File: config.mk
export PLATFORM = sky130hd
export DESIGN_NAME = lpsi_ctrl
export DESIGN_NICKNAME = d
export VERILOG_FILES = /design/src/rtl/lpsi_pkg.sv /design/src/rtl/lpsi_timer.sv /design/src/rtl/lpsi_pend.sv /design/src/rtl/lpsi_fsm.sv /design/src/rtl/lpsi_ctrl.sv
export SDC_FILE = /design/constraint.sdc
export NUM_CORES = 1
export LEC_CHECK = 0
export ABC_CLOCK_PERIOD_IN_PS = 3500
export CAP_MARGIN = 20
export CORE_MARGIN = 2
export CORE_UTILIZATION = 40
export CTS_CLUSTER_SIZE = 8
export DETAILED_ROUTE_END_ITERATION = 16
export SYNTH_ARGS = -nofsm -noshare
export SYNTH_HDL_FRONTEND = slang
export SYNTH_HIERARCHICAL = 1
export SYNTH_SLANG_ARGS = --single-unit
File: constraint.sdc
create_clock -name clk -period 3.5 [get_ports clk]
set_input_delay 0.35 -clock clk [delete_from_list [all_inputs] [get_ports clk]]
set_output_delay 0.35 -clock clk [all_outputs]
set_load 0.1 [all_outputs]
File: src/rtl/lpsi_pkg.sv
package lpsi_pkg;

    // Bit 1 of the encoding is the "indicator asserted" flag, so the pin
    // decodes from a single flop.
    typedef enum logic [1:0] {
        ST_WARN  = 2'b00,
        ST_GRANT = 2'b01,
        ST_HOLD  = 2'b10,
        ST_LOW   = 2'b11
    } lpsi_state_e;

    function automatic int unsigned lpsi_max(input int unsigned a, input int unsigned b);
        return (a > b) ? a : b;
    endfunction

endpackage

File: src/rtl/lpsi_timer.sv
module lpsi_timer #(
    parameter int unsigned CW = 9
) (
    input  logic          clk,
    input  logic          rst_n,
    input  logic          clr,
    input  logic          en,
    output logic [CW-1:0] cnt
);

    always_ff @(posedge clk or negedge rst_n) begin
        if (!rst_n) begin
            cnt <= '0;
        end else if (clr) begin
            cnt <= '0;
        end else if (en) begin
            cnt <= cnt + 1'b1;
        end
    end

endmodule

File: src/rtl/lpsi_pend.sv
module lpsi_pend (
    input  logic clk,
    input  logic rst_n,
    input  logic in_win,
    input  logic set,
    input  logic kill,
    output logic pend
);

    logic pend_d;

    // Pending flag lives only inside its window; leaving the window wipes it.
    always_comb begin
        if (!in_win) begin
            pend_d = 1'b0;
        end else if (kill) begin
            pend_d = 1'b0;
        end else begin
            pend_d = pend | set;
        end
    end

    always_ff @(posedge clk or negedge rst_n) begin
        if (!rst_n) begin
            pend <= 1'b0;
        end else begin
            pend <= pend_d;
        end
    end

endmodule

File: src/rtl/lpsi_fsm.sv
module lpsi_fsm
    import lpsi_pkg::*;
#(
    parameter int unsigned LEAD_CYC       = 440,
    parameter int unsigned MIN_ASSERT_CYC = 1,
    parameter int unsigned CW             = 9
) (
    input  logic          clk,
    input  logic          rst_n,
    input  logic          low_req,
    input  logic          high_req,
    input  logic          lo_pend,
    input  logic          hi_pend,
    input  logic [CW-1:0] cnt,
    output logic          tmr_clr,
    output logic          tmr_en,
    output logic          in_warn,
    output logic          in_hold,
    output logic          lp_ind_n,
    output logic          hi_grant
);

    localparam logic [CW-1:0] LEAD_LAST = CW'(LEAD_CYC - 1);

    lpsi_state_e state, state_nxt;
    logic        warn_done;
    logic        hold_done;
    logic        lo_take;
    logic        hi_take;

    assign warn_done = (cnt == LEAD_LAST);

    generate
        if (MIN_ASSERT_CYC <= 1) begin : g_hold_single
            assign hold_done = 1'b1;
        end else begin : g_hold_multi
            localparam logic [CW-1:0] HOLD_LAST = CW'(MIN_ASSERT_CYC - 1);
            assign hold_done = (cnt == HOLD_LAST);
        end
    endgenerate

    assign lo_take = (lo_pend | low_req) & ~high_req;
    assign hi_take = hi_pend | high_req;

    // State register
    always_ff @(posedge clk or negedge rst_n) begin
        if (!rst_n) begin
            state <= ST_WARN;
        end else begin
            state <= state_nxt;
        end
    end

    // Next-state logic
    always_comb begin
        state_nxt = state;
        unique case (state)
            ST_WARN: begin
                if (warn_done) begin
                    state_nxt = lo_take ? ST_HOLD : ST_GRANT;
                end
            end
            ST_GRANT: begin
                if (low_req && !high_req) begin
                    state_nxt = ST_HOLD;
                end
            end
            ST_HOLD: begin
                if (hold_done) begin
                    state_nxt = hi_take ? ST_WARN : ST_LOW;
                end
            end
            ST_LOW: begin
                if (high_req) begin
                    state_nxt = ST_WARN;
                end
            end
            default: state_nxt = ST_WARN;
        endcase
    end

    // Output and control decode
    always_comb begin
        in_warn  = (state == ST_WARN);
        in_hold  = (state == ST_HOLD);
        lp_ind_n = ~state[1];
        hi_grant = (state == ST_GRANT);
        tmr_clr  = (state_nxt != state);
        tmr_en   = in_warn | in_hold;
    end

endmodule

File: src/rtl/lpsi_ctrl.sv
module lpsi_ctrl
    import lpsi_pkg::*;
#(
    parameter int unsigned LEAD_CYC       = 440,
    parameter int unsigned MIN_ASSERT_CYC = 1
) (
    input  logic clk,
    input  logic rst_n,
    input  logic low_req,
    input  logic high_req,
    output logic lp_ind_n,
    output logic hi_grant
);

    localparam int unsigned LIM = lpsi_max(LEAD_CYC, MIN_ASSERT_CYC);
    localparam int unsigned CW  = (LIM < 2) ? 1 : $clog2(LIM + 1);

    logic [CW-1:0] cnt;
    logic          tmr_clr;
    logic          tmr_en;
    logic          in_warn;
    logic          in_hold;
    logic          lo_pend;
    logic          hi_pend;

    lpsi_timer #(.CW(CW)) u_timer (
        .clk   (clk),
        .rst_n (rst_n),
        .clr   (tmr_clr),
        .en    (tmr_en),
        .cnt   (cnt)
    );

    // Low request held through the lead window; high demand cancels it.
    lpsi_pend u_lo_pend (
        .clk    (clk),
        .rst_n  (rst_n),
        .in_win (in_warn),
        .set    (low_req & ~high_req),
        .kill   (high_req),
        .pend   (lo_pend)
    );

    // High request held through the minimum-assert window.
    lpsi_pend u_hi_pend (
        .clk    (clk),
        .rst_n  (rst_n),
        .in_win (in_hold),
        .set    (high_req),
        .kill   (1'b0),
        .pend   (hi_pend)
    );

    lpsi_fsm #(
        .LEAD_CYC       (LEAD_CYC),
        .MIN_ASSERT_CYC (MIN_ASSERT_CYC),
        .CW             (CW)
    ) u_fsm (
        .clk      (clk),
        .rst_n    (rst_n),
        .low_req  (low_req),
        .high_req (high_req),
        .lo_pend  (lo_pend),
        .hi_pend  (hi_pend),
        .cnt      (cnt),
        .tmr_clr  (tmr_clr),
        .tmr_en   (tmr_en),
        .in_warn  (in_warn),
        .in_hold  (in_hold),
        .lp_ind_n (lp_ind_n),
        .hi_grant (hi_grant)
    );

endmodule

==> results summary <==
The flow ran to the end, and the final reports show no timing, DRC or antenna violations. The worst vdd rail ir drop is 333 µV. Max-cap violations in this run came to 0. Of the total power, registers draw 39.1%.

The final routed wire length divided by cell count is 11.8 µm. The final hold violation count came to 0. For this run, the leading register cell type out of synthesis is dfrtp_1. After clock tree synthesis, the flow added hold-fix buffers numbering 0. The sequential-to-total area share from yosys stat came out at 42.8%. The wire length of the first global-routing pass came out at 2190 µm. The number of DRC violations after detailed-routing iteration 0 is 19. The flip-flop and latch count after synthesis came out at 13. The detail route stage leaves a number of antenna-violating nets equal to 0. The leakage power summed over all cells came out at 0.333 nW. The routed layout has 564 vias.

The category of the worst setup path launch point is a flip-flop. The share of Yosys cell area claimed by the top area cell type is 42.8%. The required arrival time at the worst endpoint came out at 3.69 ns. Measured along the y axis, the die boundary spans 47.6 µm. The proportion of layout cells with a drive suffix above 1 came out at 11.6%. The flop-to-flop setup slack is 0.69 ns. In this run the critical register-to-register path is captured at u_timer/cnt[7]. The worst setup path is captured at a flip-flop. Of the total power, the clock network draws 17.8%. The root buffer cell chosen for the clock tree is clkbuf_4.

The post-DP HPWL came out at 940 µm. Post-CTS repair changed the size of 0 cells. The number of max-slew violations in the final report is 0. The placeable core area came out at 1760 µm².

The number of antenna violations at the first check in global routing was 0. TritonCTS built the clock tree. The category of the most critical setup path is flip-flop to flip-flop.

After detailed routing, the number of vias per cell comes to 5.08. The initial cell density of the core is 43.0%. For this run the aggregate overflow at the end of global routing stands at 0. The transition time at the pin with the least slew margin came out at 0.961 ns. Yosys mapped a number of flops with a built-in enable equal to 0. Before antenna repair, the detailed router went through 4 iterations. The number of global-route vias before repair is 517. After filler insertion, the fill cell instance count of the layout stands at 184. The worst setup skew after layout came out at 0.00240 ns. The clock latency at the later pin of the worst-skew pair is 0.27 ns. The count of unresolved DRC violations after routing is 0. In this run the horizontal extent of the chip is 47.6 µm. The number of different library cells used by synthesis comes to 29.

The maximum operating frequency is 356 MHz. The clock buffer count from CTS came out at 3. In this run the power spent charging and discharging nets is 0.000231 W. The number of warnings issued by yosys came out at 6. The path class of the tightest hold or removal check is input pin to async pin.

The maximum net fanout on the critical path is 10. The register clock-pin slew on the reported worst setup and hold paths is 0.08 ns. Averaged over all synthesized cells, the footprint is 9.49 µm².

The number of nets produced by synthesis came out at 85. The share of total power in combinational logic is 43.1%. By count the netlist is led by dfrtp_1 (13), nor2_1 (13), nand2_1 (9). The length in cells of the worst reg-to-reg path is 8. The floorplan die area came out at 2260 µm². Setup violations remaining at the end of the flow were counted as 0. The power density of the placed cells is 607 nW/µm². The synthesis-to-finish area growth is 11.2%. The cell count after synthesis came out at 80. In this run the critical register-to-register path is launched from u_timer/cnt[6]. Entering global routing, the biggest net connects 14 pins. The data arrival time at the worst-slack endpoint is 3.00 ns. The total number of clock tree sinks came out at 13. For this run, the total global-route usage over all layers was measured as 13.7%. Port buffering added 5 buffers. The proportion of total power due to net switching is 45.0%. The number of buffers inserted to repair setup after CTS came out at 0. The async set or reset register ratio after synthesis came out at 100%. The count of nets after finishing came out at 92.

By area the synthesized netlist is led by dfrtp_1 (43%), nor2_1 (6.4%), nand2_1 (4.4%), a21oi_1 (4.0%), o2111ai_4 (3.5%). The maximum number of buffers from clock root to sink is 2. Measured against its own limit, the worst slew margin works out to 35.7%.

For the final routed database, the setup TNS stands at 0 ns. The largest total area in the synthesized netlist belongs to dfrtp_1. For this design the top-level I/O count stands at 6. The number of inserted diodes came out at 0. The number of core rows is 15. The depth of the CTS H-tree came out at 1. The final weighted congestion in routability-driven placement came out at 0.743.

Setup repair after global routing left no endpoint under its margin. The utilization of the core after routing came out at 47.9%. The post-layout minimum cycle time is 2.81 ns. The sum of routed wire length over all layers is 1310 µm. The netlist area before placement came out at 759 µm². The cell-internal power is 0.000282 W. The fraction of the cycle the final worst path needs came out at 80.3%.
==> layer usage <==
layer	GRT usage, %	wire length, µm	up-vias
li1	-	-	293
met1	19.0	681	254
met2	21.6	573	15
met3	2.26	51	2
met4	4.86	6	0
met5	0	0	-
==> layout by cell type, fill, tap and decap left out, drive strengths merged, types with 3 or more instances in the layout <==
cell / Yosys / final
or4: 3 / 3
a21oi: 6 / 6
clkdlybuf4s50: 0 / 5
dfrtp: 13 / 13
nand2: 9 / 9
nor2: 13 / 13
xor2: 3 / 3
clkbuf: 1 / 4
o31ai: 3 / 3
inv: 4 / 4
==> flip-flops by register name, summed over array words and instances (netlist names) <==
name	cells
u_lo_pend/pend	1
u_hi_pend/pend	1
u_fsm/state	2
u_timer/cnt	9
==> worst max-delay path by stage <==
stage,cells past startpoint,start,endpoint
2_1_floorplan,9,u_timer/cnt[6],u_timer/cnt[7]
3_3_place_gp,9,high_req,u_timer/cnt[7]
3_5_place_dp,9,high_req,u_timer/cnt[7]
4_1_cts,8,u_timer/cnt[6],u_timer/cnt[7]
5_1_grt,8,u_timer/cnt[6],u_timer/cnt[8]
6_report,8,u_timer/cnt[6],u_timer/cnt[7]
==> stage by stage <==
step	cells	total power, W	cell area [µm²]	hold WS, ns	setup slack (ns)
global placement	107	0.000427	818	0.552	0.618
CTS	111	0.000522	845	0.469	0.694
detailed placement	107	0.000427	818	0.561	0.585
floorplan	80	0.000407	759	0.0544	1.08
global route	111	0.000547	845	0.498	0.476
finish	111	0.000513	845	0.460	0.691
==> final cells by class <==
class | instances | area [µm²] | share of cell area, %
Timing Repair Buffer | 5 | 50.0 | 5.93
Multi-Input combinational cell | 60 | 397 | 47.0
Clock buffer | 4 | 26.3 | 3.11
Inverter | 4 | 15.0 | 1.78
Tap cell | 25 | 31.3 | 3.70
Sequential cell | 13 | 325 | 38.5
==> power by group through the flow <==
stage | combinational [W] | clock [W] | sequential (W)
final | 0.000221 | 0.0000913 | 0.000201
after global routing | 0.000240 | 0.000102 | 0.000204
after CTS | 0.000224 | 0.0000967 | 0.000201
after detailed placement | 0.000224 | 0 | 0.000204
after global placement | 0.000224 | 0 | 0.000203
after floorplan | 0.000217 | 0 | 0.000190
==> worst max-delay path, cell delays in order (launching register included) <==
cell,delay [ns]
dfrtp_1,0.42
nand4b_1,0.19
or3_4,0.39
nor4_1,0.35
o32ai_1,0.15
nand2_1,0.33
o2111ai_4,0.23
or4_1,0.53
a21oi_1,0.15
==> cell families (layout without fill, tap and decap cells) <==
logic type / Yosys count / count (layout) / synth area share (%)
other: 1 / 1 / 0.494
buffers and inverters: 7 / 13 / 4.94
adder cells (fa/ha/maj): 1 / 1 / 1.65
XOR/XNOR: 5 / 5 / 5.77
AO/OA/AOI/OAI: 13 / 13 / 14.3
AND/OR/NAND/NOR: 39 / 39 / 28.7
multiplexers: 1 / 1 / 1.32
flip-flops: 13 / 13 / 42.8
Note: power is estimated with default switching activity, not from simulation.
